--- src/rtl/cslow_pkg.sv ---
package cslow_pkg;
  localparam int XW = 32;
  localparam int TW = 16;
  localparam int LW = 32;
  localparam logic [LW-1:0] LFSR_MASK = 32'h80200003;

  typedef struct packed {
    logic          v;
    logic [XW-1:0] x;
    logic [TW-1:0] t;
  } slot_t;

  function automatic logic [LW-1:0] lfsr_step(input logic [LW-1:0] s);
    return s[0] ? ((s >> 1) ^ LFSR_MASK) : (s >> 1);
  endfunction
endpackage

--- src/rtl/lfsr_noise.sv ---
module lfsr_noise
  import cslow_pkg::*;
#(
  parameter int RW = 16
) (
  input  logic          clk,
  input  logic          rst_n,
  input  logic          load,
  input  logic [LW-1:0] seed,
  input  logic          en,
  output logic [RW-1:0] noise
);
  logic [LW-1:0] state_q, state_d;

  always_comb begin
    state_d = state_q;
    if (load)    state_d = (seed == '0) ? LW'(1) : seed;
    else if (en) state_d = lfsr_step(state_q);
  end

  always_ff @(posedge clk or negedge rst_n) begin
    if (!rst_n) state_q <= LW'(1);
    else        state_q <= state_d;
  end

  assign noise = state_q[RW-1:0];


  lfsr_nonzero_chk: assert property (@(posedge clk) disable iff (!rst_n)
    state_q != '0);

  lfsr_hold_chk: assert property (@(posedge clk) disable iff (!rst_n)
    (!load && !en) |=> $stable(state_q));
endmodule

--- src/rtl/walk_pipe.sv ---
module walk_pipe
  import cslow_pkg::*;
#(
  parameter int DEPTH = 8,
  parameter int RW    = 16
) (
  input  logic          clk,
  input  logic          rst_n,
  input  logic          en,
  input  logic          flush,
  input  slot_t         head,
  input  logic [RW-1:0] noise,
  output slot_t         tail
);
  slot_t stage_q [DEPTH];
  slot_t stage_d [DEPTH];
  slot_t stepped;

  always_comb begin
    stepped.v = head.v;
    stepped.x = head.x + {{(XW-RW){noise[RW-1]}}, noise};
    stepped.t = head.t + TW'(1);
  end

  for (genvar i = 0; i < DEPTH; i++) begin : g_stage
    always_comb begin
      stage_d[i] = stage_q[i];
      if (flush)   stage_d[i] = '0;
      else if (en) stage_d[i] = (i == 0) ? stepped : stage_q[(i == 0) ? 0 : i-1];
    end

    always_ff @(posedge clk or negedge rst_n) begin
      if (!rst_n) stage_q[i] <= '0;
      else        stage_q[i] <= stage_d[i];
    end
  end

  assign tail = stage_q[DEPTH-1];


  pipe_stall_hold_chk: assert property (@(posedge clk) disable iff (!rst_n)
    (!en && !flush) |=> $stable(tail));

  pipe_flush_chk: assert property (@(posedge clk) disable iff (!rst_n)
    flush |=> !tail.v);
endmodule

--- src/rtl/term_fifo.sv ---
module term_fifo #(
  parameter int DW    = 32,
  parameter int DEPTH = 16
) (
  input  logic          clk,
  input  logic          rst_n,
  input  logic          push,
  input  logic [DW-1:0] din,
  input  logic          pop,
  output logic [DW-1:0] dout,
  output logic          empty,
  output logic          full
);
  localparam int AW = $clog2(DEPTH);
  localparam logic [AW:0] DEPTH_C = (AW+1)'(DEPTH);

  logic [DW-1:0] mem_q [DEPTH];
  logic [AW-1:0] wr_q, rd_q, wr_d, rd_d;
  logic [AW:0]   cnt_q, cnt_d;
  logic          do_pop;

  assign empty  = (cnt_q == '0);
  assign full   = (cnt_q == DEPTH_C);
  assign do_pop = pop && !empty;
  assign dout   = mem_q[rd_q];

  always_comb begin
    wr_d  = wr_q;
    rd_d  = rd_q;
    cnt_d = cnt_q;
    if (push)   wr_d = (wr_q == AW'(DEPTH-1)) ? '0 : wr_q + AW'(1);
    if (do_pop) rd_d = (rd_q == AW'(DEPTH-1)) ? '0 : rd_q + AW'(1);
    if (push && !do_pop)      cnt_d = cnt_q + (AW+1)'(1);
    else if (!push && do_pop) cnt_d = cnt_q - (AW+1)'(1);
  end

  always_ff @(posedge clk or negedge rst_n) begin
    if (!rst_n) begin
      wr_q  <= '0;
      rd_q  <= '0;
      cnt_q <= '0;
    end else begin
      wr_q  <= wr_d;
      rd_q  <= rd_d;
      cnt_q <= cnt_d;
    end
  end

  always_ff @(posedge clk) begin
    if (push) mem_q[wr_q] <= din;
  end


  no_overflow_chk: assert property (@(posedge clk) disable iff (!rst_n)
    push |-> !full);

  empty_pop_chk: assert property (@(posedge clk) disable iff (!rst_n)
    (empty && !push) |=> empty);
endmodule

--- src/rtl/cslow_path_sched.sv ---
module cslow_path_sched
  import cslow_pkg::*;
#(
  parameter int DEPTH   = 8,
  parameter int RW      = 16,
  parameter int BW      = 16,
  parameter int FIFO_DP = 16
) (
  input  logic          clk,
  input  logic          rst_n,
  input  logic          start_i,
  input  logic          stop_i,
  input  logic [31:0]   x0_i,
  input  logic [15:0]   t_end_i,
  input  logic [15:0]   budget_i,
  input  logic [31:0]   seed_i,
  input  logic          rd_en_i,
  output logic [31:0]   rd_data_o,
  output logic          empty_o,
  output logic          busy_o,
  output logic          done_o
);
  localparam int IW = $clog2(DEPTH + 1);
  localparam logic [IW-1:0] DEPTH_C = IW'(DEPTH);

  typedef enum logic {S_IDLE, S_RUN} run_e;

  run_e          state_q, state_d;
  logic [XW-1:0] cfg_x0_q;
  logic [TW-1:0] cfg_t_q;
  logic [BW-1:0] cfg_bud_q, launched_q, launched_d;
  logic [IW-1:0] inflight_q, inflight_d;

  slot_t         head, tail;
  logic [RW-1:0] noise;
  logic          run, accept, advance, tail_done, tail_back, launch, push, finish, flush, full;

  assign run       = (state_q == S_RUN);
  assign accept    = !run && start_i;
  assign tail_done = tail.v && (tail.t == cfg_t_q);
  assign tail_back = tail.v && !tail_done;
  assign advance   = run && !stop_i && !(tail_done && full);
  assign launch    = advance && !tail_back && (launched_q < cfg_bud_q);
  assign push      = advance && tail_done;
  assign finish    = run && (launched_q == cfg_bud_q) && (inflight_q == '0);
  assign flush     = run && stop_i;

  always_comb begin
    if (tail_back) head = tail;
    else           head = '{v: (launched_q < cfg_bud_q), x: cfg_x0_q, t: '0};
  end

  always_comb begin
    state_d    = state_q;
    launched_d = launched_q;
    inflight_d = inflight_q;
    if (accept) begin
      state_d    = S_RUN;
      launched_d = '0;
      inflight_d = '0;
    end else if (flush) begin
      state_d    = S_IDLE;
      inflight_d = '0;
    end else if (finish) begin
      state_d = S_IDLE;
    end else if (advance) begin
      if (launch) launched_d = launched_q + BW'(1);
      if (launch && !push)      inflight_d = inflight_q + IW'(1);
      else if (!launch && push) inflight_d = inflight_q - IW'(1);
    end
  end

  always_ff @(posedge clk or negedge rst_n) begin
    if (!rst_n) begin
      state_q    <= S_IDLE;
      launched_q <= '0;
      inflight_q <= '0;
      cfg_x0_q   <= '0;
      cfg_t_q    <= '0;
      cfg_bud_q  <= '0;
    end else begin
      state_q    <= state_d;
      launched_q <= launched_d;
      inflight_q <= inflight_d;
      if (accept) begin
        cfg_x0_q  <= x0_i;
        cfg_t_q   <= t_end_i;
        cfg_bud_q <= budget_i;
      end
    end
  end

  lfsr_noise #(.RW(RW)) u_noise (
    .clk(clk), .rst_n(rst_n), .load(accept), .seed(seed_i), .en(advance), .noise(noise)
  );

  walk_pipe #(.DEPTH(DEPTH), .RW(RW)) u_pipe (
    .clk(clk), .rst_n(rst_n), .en(advance), .flush(flush),
    .head(head), .noise(noise), .tail(tail)
  );

  term_fifo #(.DW(XW), .DEPTH(FIFO_DP)) u_fifo (
    .clk(clk), .rst_n(rst_n), .push(push), .din(tail.x), .pop(rd_en_i),
    .dout(rd_data_o), .empty(empty_o), .full(full)
  );

  assign busy_o = run;
  assign done_o = !run && empty_o;


  inflight_bound_chk: assert property (@(posedge clk) disable iff (!rst_n)
    inflight_q <= DEPTH_C);

  launch_bound_chk: assert property (@(posedge clk) disable iff (!rst_n)
    run |-> (launched_q <= cfg_bud_q));

  start_busy_chk: assert property (@(posedge clk) disable iff (!rst_n)
    (!busy_o && start_i) |=> busy_o);

  stop_idle_chk: assert property (@(posedge clk) disable iff (!rst_n)
    (busy_o && stop_i) |=> !busy_o);

  done_empty_chk: assert property (@(posedge clk) disable iff (!rst_n)
    done_o |-> empty_o);

  cfg_hold_chk: assert property (@(posedge clk) disable iff (!rst_n)
    $past(run) && run |-> $stable(cfg_t_q) && $stable(cfg_x0_q));
endmodule

--- config.mk ---
export PLATFORM = sky130hd
export DESIGN_NAME = cslow_path_sched
export DESIGN_NICKNAME = d
export VERILOG_FILES = /design/src/rtl/cslow_pkg.sv /design/src/rtl/lfsr_noise.sv /design/src/rtl/walk_pipe.sv /design/src/rtl/term_fifo.sv /design/src/rtl/cslow_path_sched.sv
export SDC_FILE = /design/constraint.sdc
export NUM_CORES = 1
export LEC_CHECK = 0
export CORE_ASPECT_RATIO = 1.25
export CORE_MARGIN = 2
export CORE_UTILIZATION = 50
export CTS_CLUSTER_DIAMETER = 150
export DETAILED_ROUTE_END_ITERATION = 8
export PLACE_DENSITY = 0.67
export RECOVER_POWER = 50
export SYNTH_ARGS = -nofsm -noshare
export SYNTH_HDL_FRONTEND = slang
export SYNTH_SLANG_ARGS = --single-unit
--- constraint.sdc ---
create_clock -name clk -period 8.6 [get_ports clk]
set_clock_uncertainty 0.15 [all_clocks]
set_input_delay 1.72 -clock clk [delete_from_list [all_inputs] [get_ports clk]]
set_output_delay 1.72 -clock clk [all_outputs]
set_load 0.005 [all_outputs]
Yosys cells after proc, flatten, opt, wreduce, memory -nomap -nowiden

Memories as Yosys holds them, arrays and structs flattened.
Cells that the tools add are included.
W data, S select, Z words.

Register bits: 522
Bits in writable memories: 512
Input bits: 101
Output and inout bits: 35
Word-level logic and storage cells: 134
Memories kept: 1

Memory list:

| memory       | depth | width | rd ports | clocked after memory_dff | wr ports | RTL line        | RTL |
|---|---|---|---|---|---|---|---|
| u_fifo.mem_q | 16    | 32    | 1        | 0                        | 1        | term_fifo.sv:17 | `logic [DW-1:0] mem_q [DEPTH];` |

Add/sub/neg operators: 9
$lt $le $gt $ge: 1
Equality and inequality tests: 8
Muxes and demuxes: 41
Bitwise operators: 1
Reduce and logical (&&, ||, !) cells: 39

Operator list:

| cell                    | count |
|---|---|
| $mux W49                | 17 |
| $mux W32                | 4 |
| $mux W16                | 5 |
| $add A16 B1 Y16 const B | 2 |
| $add A32 B32 Y32        | 1 |
| $eq A16 B16 Y1          | 2 |
| $logic_not A32 Y1       | 1 |
| $mux W4                 | 8 |
| $logic_and A1 B1 Y1     | 18 |
| $lt A16 B16 Y1          | 1 |
| $add A4 B1 Y4 const B   | 3 |
| $mux W5                 | 2 |
| $logic_not A1 Y1        | 9 |
| $eq A4 B4 Y1 const B    | 2 |
| $reduce_bool A2 Y1      | 4 |
| $reduce_bool A3 Y1      | 2 |
| $add A5 B1 Y5 const B   | 1 |
| $eq A5 B5 Y1 const B    | 1 |
| $logic_not A5 Y1        | 1 |
| $mux W1                 | 5 |
| $sub A5 B1 Y5 const B   | 1 |
| $logic_not A4 Y1        | 1 |
| $ne A2 B2 Y1 const B    | 2 |
| $not A3 Y4              | 1 |
| 5 further kinds         | 5 |

Logic depth before layout (Yosys ltp)

Gate-level depths: netlist of the first run.

Word-level depth: 15
Mapped depth: 19
Mapped depth without buffers: 17

Hierarchy

From an unflattened synthesis of the first run, not the netlist that was laid out.

Cells, all modules: 3,213
Area total of the unflattened synthesis: 44,471.4 um2

By module, submodules not included:

| module           | instances | cells an instance | area each (um2) | seq. area each (um2) |
|---|---|---|---|---|
| term_fifo        | 1         | 894               | 20,111.8        | 15,700.1 |
| walk_pipe        | 1         | 1,601             | 17,888.4        | 9,809.4 |
| cslow_path_sched | 1         | 547               | 4,755.8         | 2,127.0 |
| lfsr_noise       | 1         | 171               | 1,715.4         | 802.0 |

Worst setup path before layout of the first run

OpenSTA, ideal clock, no wires.

Path type: register to register
Start point: register u_pipe.stage_q (netlist bit u_pipe.tail[4])
End point: register u_pipe.stage_q[385] (netlist name)
Setup time: 0.130 ns
Arrival time: 4.054 ns
Required time: 8.320 ns
Slack: 4.266 ns
Stages on the path, launching flop included: 20
Path buffers: 3
Period minus slack after synthesis: 4.334 ns
Path through: dfrtp_1 buf_6 xnor2_2 nand4_1 nor4_4 nand2b_1 buf_4 buf_2 mux2_2 ha_1 fa_1 a21oi_1 o211ai_1 a21oi_1 nor2_1 nor3_1 o221ai_1 a211oi_1 xor2_1 o21ai_1

Longest elaborated chain between the ends: 8
Elaborated cells between the ends (all ways): 12
Those cells by class: add/sub (1); eq/ne (1); mux (3); reduce/logical (7)

Ends and longest elaborated chain:

| item                              | RTL line               | RTL |
|---|---|---|
| from (decl)                       | walk_pipe.sv:15        | `slot_t stage_q [DEPTH];` |
| from (signal, indexed assignment) | walk_pipe.sv:34        | `else stage_q[i] <= stage_d[i];` |
| $eq A16 B16 Y1 *                  | cslow_path_sched.sv:40 | `assign tail_done = tail.v && (tail.t == cfg_t_q);` |
| $logic_and A1 B1 Y1 *             | cslow_path_sched.sv:40 |  |
| $logic_not A1 Y1                  | cslow_path_sched.sv:41 | `assign tail_back = tail.v && !tail_done;` |
| $logic_and A1 B1 Y1               | cslow_path_sched.sv:41 |  |
| $mux W49                          | cslow_path_sched.sv:49 | `if (tail_back) head = tail;` |
| $add A32 B32 Y32                  | walk_pipe.sv:21        | `stepped.x = head.x + {{(XW-RW){noise[RW-1]}}, noise};` |
| $mux W49                          | walk_pipe.sv:29        | `else if (en) stage_d[i] = (i == 0) ? stepped : stage_q[(i == 0) ? 0 : i-1];` |
| $mux W49                          | walk_pipe.sv:28        | `if (flush) stage_d[i] = '0;` |

Every way passes the cells marked *; elsewhere a longest branch is shown, timed or not. The select of a mux whose other input is x is not followed.
A chain may end at the register's enable or synchronous reset.

==> out/summary.md, run 1 <==
The flow ran to the end, but the final reports show violations. The final reports fail on max-capacitance violations, max-slew violations. IR analysis of the VDD net gives a maximum drop of 196 uV. STA classifies the critical path startpoint as an input port.

In the layout the commonest cells are nand2_1 (930), dfrtp_1 (517), edfxtp_1 (512). The netlist uses 68 different library cells. For the pin with the worst max-slew slack, the measured transition is 5.44 ns. The share of the clock period used by the worst path is 73.3%, and the detailed-route wire length is 96900 um. Using the TritonRoute via totals, the vias-per-cell ratio works out to 5.57. Clock-pin slew was measured on the worst setup and hold paths at 0.06 ns.

Timing would allow up to 159 MHz. The count of port buffers added during placement works out to 135. Compared with the post-synthesis result, the final layout area differs by 13.2%. TritonCTS built the clock tree. The required time of the worst setup path is 9.09 ns, and the fraction of power spent switching nets is 27.8%. Number of buffers inserted by post-CTS setup repair: 0. For this configuration, the core starts out at a cell density of 50.6%.

Detailed routing inserted a total of 26362 vias. For this run, the post-layout net count is 3664. The clock sink count is 1034, and the max-capacitance violation count is 2.

In this run the most critical hold path is launched from u_pipe.stage_q[75]. Overall power consumption: 13.4 mW. The first global-routing pass estimated 152000 um of wire.

For this run, the register share of the synthesized area comes to 65.6%. The path depth of the worst reg2reg path is 17. Per report_power, the sequential group accounts for 43.8% of the total. After detailed routing, the number of remaining DRC violations is 0. Counting both buffers and inverters, the worst setup path holds a total of 2. The setup TNS was 0 ns.

Hold repair after CTS inserted 0 buffers. Maximum fanout along the worst path: 95. The net count of the mapped netlist is 3600. Root buffer cell: clkbuf_16.

Via count of the first global-routing pass: 26590. Among all stages on the critical path, the largest delay is contributed by clkbuf_1. The clock tree synthesis step divided the H-tree into 3 levels.

136 I/O pins were placed. Power spread over the standard cell area amounts to 273 nW/um2. The tools report the portion of total power attributed to the clock network as 34.1%.

Yosys printed 0 warnings. Summed over all nets, the switching power comes to 3.73 mW. The area inside the core boundary came out at 85700 um2.

The flip-flop and latch count after synthesis was 1034; the half-perimeter wire length after placement was 56100 um. The clock period could shrink to 6.31 ns. The endpoint identified for the worst register-to-register timing path is u_pipe.stage_q[385]. The average footprint of a synthesized cell was 12.6 um2. Among all flip-flop cells after synthesis, the most frequent one is dfrtp_1. After synthesis the cells add up to 43300 um2. The path with the worst hold slack has its endpoint at u_pipe.tail[26]. The relative slew slack is -263%. The run gives 97 as the CTS buffer count. Counting every instance in the synthesized netlist gives 3427.

Setup violations remaining at the end of the flow were counted as 0. The min-delay analysis places its worst path in the category reg2reg. The most frequent standard cell in the layout excluding fill and tap cells was nand2_1. The number of antenna violations at the first check in global routing is 3.

For this run the aggregate overflow at the end of global routing stands at 0. The largest single stage delay on the critical path is 3.66 ns. The latest clock arrival within the worst-skew pair was 0.66 ns. Global routing used 22.1% of the available tracks. Routability-driven placement finished with a final weighted congestion of 0.828. The detail route stage leaves a number of antenna-violating nets equal to 0. The run gives 0 as the quantity of gates resized following cts. Counting along the longest clock path gives a buffer depth of 3. Setup repair after global routing left no endpoint under its margin. The share of synthesized flip-flops with an asynchronous set or reset is 50.5%.

The horizontal extent of the die is 267 um, and the number of flops mapped to enable cells by yosys is 512. Internal power comes to 9.66 mW. The tools report the arrival time reported for the critical path endpoint as 6.80 ns. Number of DRC violations after detailed-routing iteration 0: 2387.

Cells with a size suffix above 1 make up 12.4% of the layout. The depth of the worst hold-timing path works out to 2. The routed length per instance was 20.4 um.

On the critical path the largest part of the delay comes from buffers and inverters. The die height was 333 um; the reg-to-reg setup timing slack was 2.80 ns. Combinational logic burns 22.1% of the power.

Entering global routing, the biggest net connects 207 pins. The count of final max-slew check failures was 182. The floorplan has 120 rows. The final hold violation count was 0.

The reg-to-reg critical path startpoint is u_pipe.tail[10]. The die covers 89100 um2. For this run, the detailed router's first-pass iteration total came to 5.

The run gives 20.9 nW as the standby leakage power. Path type of the worst setup path: in2async. Traced cell by cell, the critical path runs through clkbuf_1, buf_4.

The tools report the kind of end point of the critical path as an asynchronous set/reset pin.
-- cell type report --
class / count / area [um2]
Timing Repair Buffer: 179 / 1730
Sequential cell: 1034 / 28400
Antenna cell: 2 / 5.00
Inverter: 35 / 131
Multi-Input combinational cell: 2144 / 13800
Clock inverter: 50 / 668
Fill cell: 6877 / 36700
Tap cell: 1159 / 1450
Clock buffer: 134 / 2780
-- flip-flops by register name, summed over array words and instances (netlist names) --
register	count
u_pipe.tail	49
busy_o	1
u_fifo.wr_q	4
u_fifo.mem_q	512
u_pipe.stage_q	343
u_fifo.cnt_q	5
cfg_t_q	16
cfg_x0_q	32
u_noise.state_q	32
inflight_q	4
cfg_bud_q	16
launched_q	16
u_fifo.rd_q	4
-- Yosys cell counts (8+ instances only) --
library cell / instances / area share (%)
a21o_1: 18 / 0.31
ha_1: 69 / 2.0
nor2b_1: 10 / 0.14
edfxtp_1: 512 / 35
nor4_1: 9 / 0.13
a21oi_1: 81 / 0.94
o31ai_1: 21 / 0.36
inv_1: 34 / 0.29
xor2_1: 35 / 0.71
buf_1: 8 / 0.069
clkbuf_1: 102 / 0.88
nor2_1: 88 / 0.76
dfrtp_1: 521 / 30
and2_1: 19 / 0.27
mux4_2: 160 / 8.3
mux2_2: 33 / 0.86
buf_4: 13 / 0.23
and3_1: 11 / 0.16
xnor2_1: 49 / 0.99
buf_2: 87 / 1.0
nor3_1: 17 / 0.20
nand2b_1: 10 / 0.14
o21ai_0: 91 / 1.1
nand2_1: 932 / 8.1
nand3_1: 407 / 4.7
nand4_1: 20 / 0.29
-- worst min-delay path: cells and delay by family, from the launching register on --
family           cells  cell delay (ns)
flip-flops           1             0.34
AND/OR/NAND/NOR      2             0.10
-- per-layer routing --
layer / up-vias / GRT usage [%] / wire [um]
li1: 12255 / - / -
met1: 13354 / 29.0 / 39700
met2: 592 / 37.9 / 50300
met3: 161 / 2.81 / 3820
met4: 0 / 7.79 / 3060
met5: - / 0 / 0
-- power by group through the flow --
stage	Sequential [mW]	Clock [mW]	Combinational, mW
final	5.86	4.57	2.96
after global routing	5.91	4.84	3.26
after CTS	5.86	4.66	3.01
after detailed placement	5.96	0	2.99
after global placement	5.95	0	2.96
after floorplan	5.77	0	2.15
-- worst max path at each step --
stage | cells past startpoint | from | slack, ns | endpoint
2_1_floorplan | 19 | u_pipe.tail[4] | 4.27 | u_pipe.stage_q[385]
3_3_place_gp | 17 | u_pipe.tail[10] | 2.84 | u_pipe.stage_q[385]
3_5_place_dp | 17 | u_pipe.tail[10] | 2.85 | u_pipe.stage_q[385]
4_1_cts | 4 | u_fifo.rd_q[0] | 2.60 | rd_data_o[17]
5_1_grt | 2 | rst_n | 1.26 | u_pipe.stage_q[136]
6_report | 2 | rst_n | 2.29 | u_pipe.stage_q[136]
-- stage by stage --
step	worst slack (ns)	std cells	hold slack (ns)	cell area (um2)	utilization, %
2_1_floorplan	4.27	3427	0.288	43300	-
3_3_place_gp	2.84	4551	0.294	45600	53.2
3_5_place_dp	2.85	4551	0.297	45600	53.2
4_1_cts	2.60	4735	0.307	49100	57.2
5_1_grt	1.26	4737	0.325	49100	57.2
6_report	2.29	4737	0.303	49100	57.2
-- cell families (layout without fill, tap and decap cells) --
kind of cell / after synthesis / in the layout / share of synthesized area [%]
buffers and inverters: 249 / 398 / 2.57
and+or+nand+nor: 1538 / 1538 / 15.2
other: 0 / 2 / 0
DFF: 1034 / 1034 / 65.6
muxes: 196 / 196 / 9.25
xor gates and xnor gates: 85 / 85 / 1.73
AOI/OAI and AO/OA: 253 / 253 / 3.50
adders and majority gates: 72 / 72 / 2.13
No activity file was read; power rests on OpenSTA's default activity.
==> run 2, diff against run 1 <==
--- a/config.mk
+++ b/config.mk
@@ -10,7 +10,7 @@
 export CORE_UTILIZATION = 50
 export CTS_CLUSTER_DIAMETER = 150
 export DETAILED_ROUTE_END_ITERATION = 8
-export PLACE_DENSITY = 0.67
+export PLACE_DENSITY = 0.7
 export RECOVER_POWER = 50
 export SYNTH_ARGS = -nofsm -noshare
 export SYNTH_HDL_FRONTEND = slang
==> constraint.sdc (replaced) <==
create_clock -name clk -period 5.1 [get_ports clk]
set_clock_uncertainty 0.15 [all_clocks]
set_input_delay 1.02 -clock clk [delete_from_list [all_inputs] [get_ports clk]]
set_output_delay 1.02 -clock clk [all_outputs]
set_load 0.005 [all_outputs]
==> out/summary.md, run 2 (same netlist as run 1, synthesis figures left out) <==
The arrival time reported for the critical path endpoint is 5.04 ns. The signed area change from the synthesized netlist to the final layout was 13.6%. The floorplan step set the die width to 267 um.

The number of antenna violations at the first check in global routing is 5, and the number of DRC violations after detailed-routing iteration 0 is 2429. The run gives 3 as the max-capacitance violation count. Dividing the detail-routed wire length by the instance count gives 20.5 um. The detail-routed via count per cell is 5.56. Once routing completed, OpenROAD measured the worst setup slack at 0.453 ns. Wire length of the first global-routing pass: 152000 um. The clock edge transition at the registers on the reported setup and hold paths was 0.07 ns.

Routability-driven placement finished with a final weighted congestion of 0.848. The total die area was 89100 um2. The first detailed-routing pass ran for 5 iterations.

The die height was 333 um; the total setup violations reported at the end of the flow was 0. The run gives 0 as the number of DRC violations after detailed routing. Prior to clock tree synthesis, the placed netlist has a worst setup slack of 0.284 ns. The launching element of the worst setup path was u_pipe.tail[3].

In this run the post-CTS setup repair buffer count came out at 0. The worst setup path is of the reg2reg kind. For the total track usage, the log shows 22.1%. STA classifies the critical path endpoint as a register. The tools report the number of top-level pins as 136. Clock latency on the worst-skew pair, taken at its later pin, is 0.67 ns.

Input and output buffers added on the ports amount to 135. Setup repair after global routing left no endpoint under its margin. In the final design database the tool counted 3684 nets. The tools report the via count of the first global-routing pass as 26663.

In this run the critical register-to-register path is launched from u_pipe.tail[3]. The run finished, with violations left. The logs give 479 uV for the maximum vdd ir drop and -91.0% for the relative slew slack. Area inside the core boundary: 85700 um2. The final reports fail on max-capacitance violations, max-slew violations. The number of nets still failing antenna checks after routing is 0. Global routing finished with a remaining overflow of 0. After floorplanning, the core was divided into 120 placement rows. The logs give 245 for the count of final max-slew check failures and 5.49 ns for the required time of the worst setup path.

The tools report the count of filler cells inserted in the layout as 6795. The root buffer cell chosen for the clock tree is clkbuf_16. The maximum fanout along the worst path came out at 31. For the depth of the CTS H-tree, the log shows 3. The worst hold path begins at u_pipe.stage_q[172]. Power spread over the standard cell area amounts to 453 nW/um2. The detailed-route wire length came out at 97300 um. The standby leakage power is 20.8 nW, and the final hold violation count is 0.

The launching element type of the critical path is a register. For this configuration, the core starts out at a cell density of 50.6%. For the clock sink count, the log shows 1034.

Most frequent standard cell in the layout excluding fill and tap cells: nand2_1. TritonCTS built the clock tree. Based on the critical path, the design can be clocked at up to 215 MHz.

Final hold analysis gives a worst-case slack of 0.309 ns. Counting the buffers created by CTS gives 98. The worst path in the final design needs a cycle of 4.65 ns, including I/O delays and setup. The run gives 0 ns as the setup TNS. The register with the most flip-flops in the layout has 512 of them. Of the cells placed in the final design, the portion with a size suffix greater than 1 is 12.6%. The share of the clock period used by the worst path was 91.1%. The worst hold path belongs to the class reg2reg. The half-perimeter wire length after placement was 58100 um. In this run the deepest clock path goes through 3 buffers. Counting flops per register, the top entry is u_fifo.mem_q. Leaving out fill and tap cells, the most frequent cells in the layout are nand2_1 (930), dfrtp_1 (518), edfxtp_1 (512).

Entering global routing, the biggest net connects 202 pins. For the pin with the worst max-slew slack, the measured transition is 2.87 ns. The detailed-route via count is 26472.
-- run 2: cell type report --
| cell class | instances | area, um2 | share of cell area [%] |
|---|---|---|---|
| flip-flops and latches | 1034 | 28400 | 57.8 |
| multi-input cells | 2144 | 13900 | 28.2 |
| clock buffers | 135 | 2750 | 5.59 |
| repair buffers | 198 | 1980 | 4.02 |
| well taps | 1159 | 1450 | 2.95 |
| clock inverters | 49 | 593 | 1.20 |
| inverters | 35 | 131 | 0.267 |
| diodes | 5 | 12.5 | 0.0254 |
-- run 2: power by group --
group | internal [mW] | switching (mW) | total, mW
sequential | 9.30 | 0.585 | 9.89
combinational | 2.40 | 2.47 | 4.87
clock | 4.40 | 3.13 | 7.53
-- run 2: timing repair --
action | CTS | global route
gates resized for setup | 0 | 2
hold buffers | 0 | 0
setup endpoints to repair | 0 | 1
-- run 2: through the flow --
| step | utilization, % | power (mW) | area (um2) | cells |
|---|---|---|---|---|
| 2_1_floorplan | - | 13.2 | 43300 | 3427 |
| 3_3_place_gp | 53.6 | 14.9 | 45900 | 4570 |
| 3_5_place_dp | 53.6 | 15.0 | 45900 | 4570 |
| 4_1_cts | 57.5 | 22.5 | 49300 | 4754 |
| 5_1_grt | 57.4 | 23.3 | 49200 | 4759 |
| 6_report | 57.4 | 22.3 | 49200 | 4759 |
-- run 2: final timing paths --
check | endpoint | slack (ns) | cells after the start
min in group asynchronous | u_pipe.stage_q[358] | 1.10 | 1
worst max-delay path | u_pipe.stage_q[385] | 0.45 | 16
worst max register to register | u_pipe.stage_q[385] | 0.45 | 16
worst min register to register | u_pipe.stage_q[123] | 0.31 | 2
max in group asynchronous | u_pipe.stage_q[367] | 1.01 | 2
worst min-delay path | u_pipe.stage_q[123] | 0.31 | 2
-- run 2: layer usage --
| layer | global-route usage, % | vias to the layer above | part of all wire (%) |
|---|---|---|---|
| met5 | 0 | - | 0 |
| met4 | 8.09 | 0 | 3.2 |
| met1 | 28.4 | 13351 | 41 |
| li1 | - | 12306 | - |
| met3 | 3.17 | 162 | 4.7 |
| met2 | 38.3 | 653 | 52 |
-- run 2: critical path: stages (launching register included) --
cell and delay, ns:
dfrtp_1 0.41, xnor2_1 0.19, nand4_1 0.18, nor4_4 0.46
nand2b_2 0.25, buf_12 0.24, mux2_2 0.39, fa_1 0.41
a21oi_1 0.25, o211ai_1 0.21, a21oi_1 0.28, nor2_1 0.10
nor3_2 0.28, o221ai_2 0.21, a211oi_1 0.28, xor2_1 0.17
o21ai_1 0.07
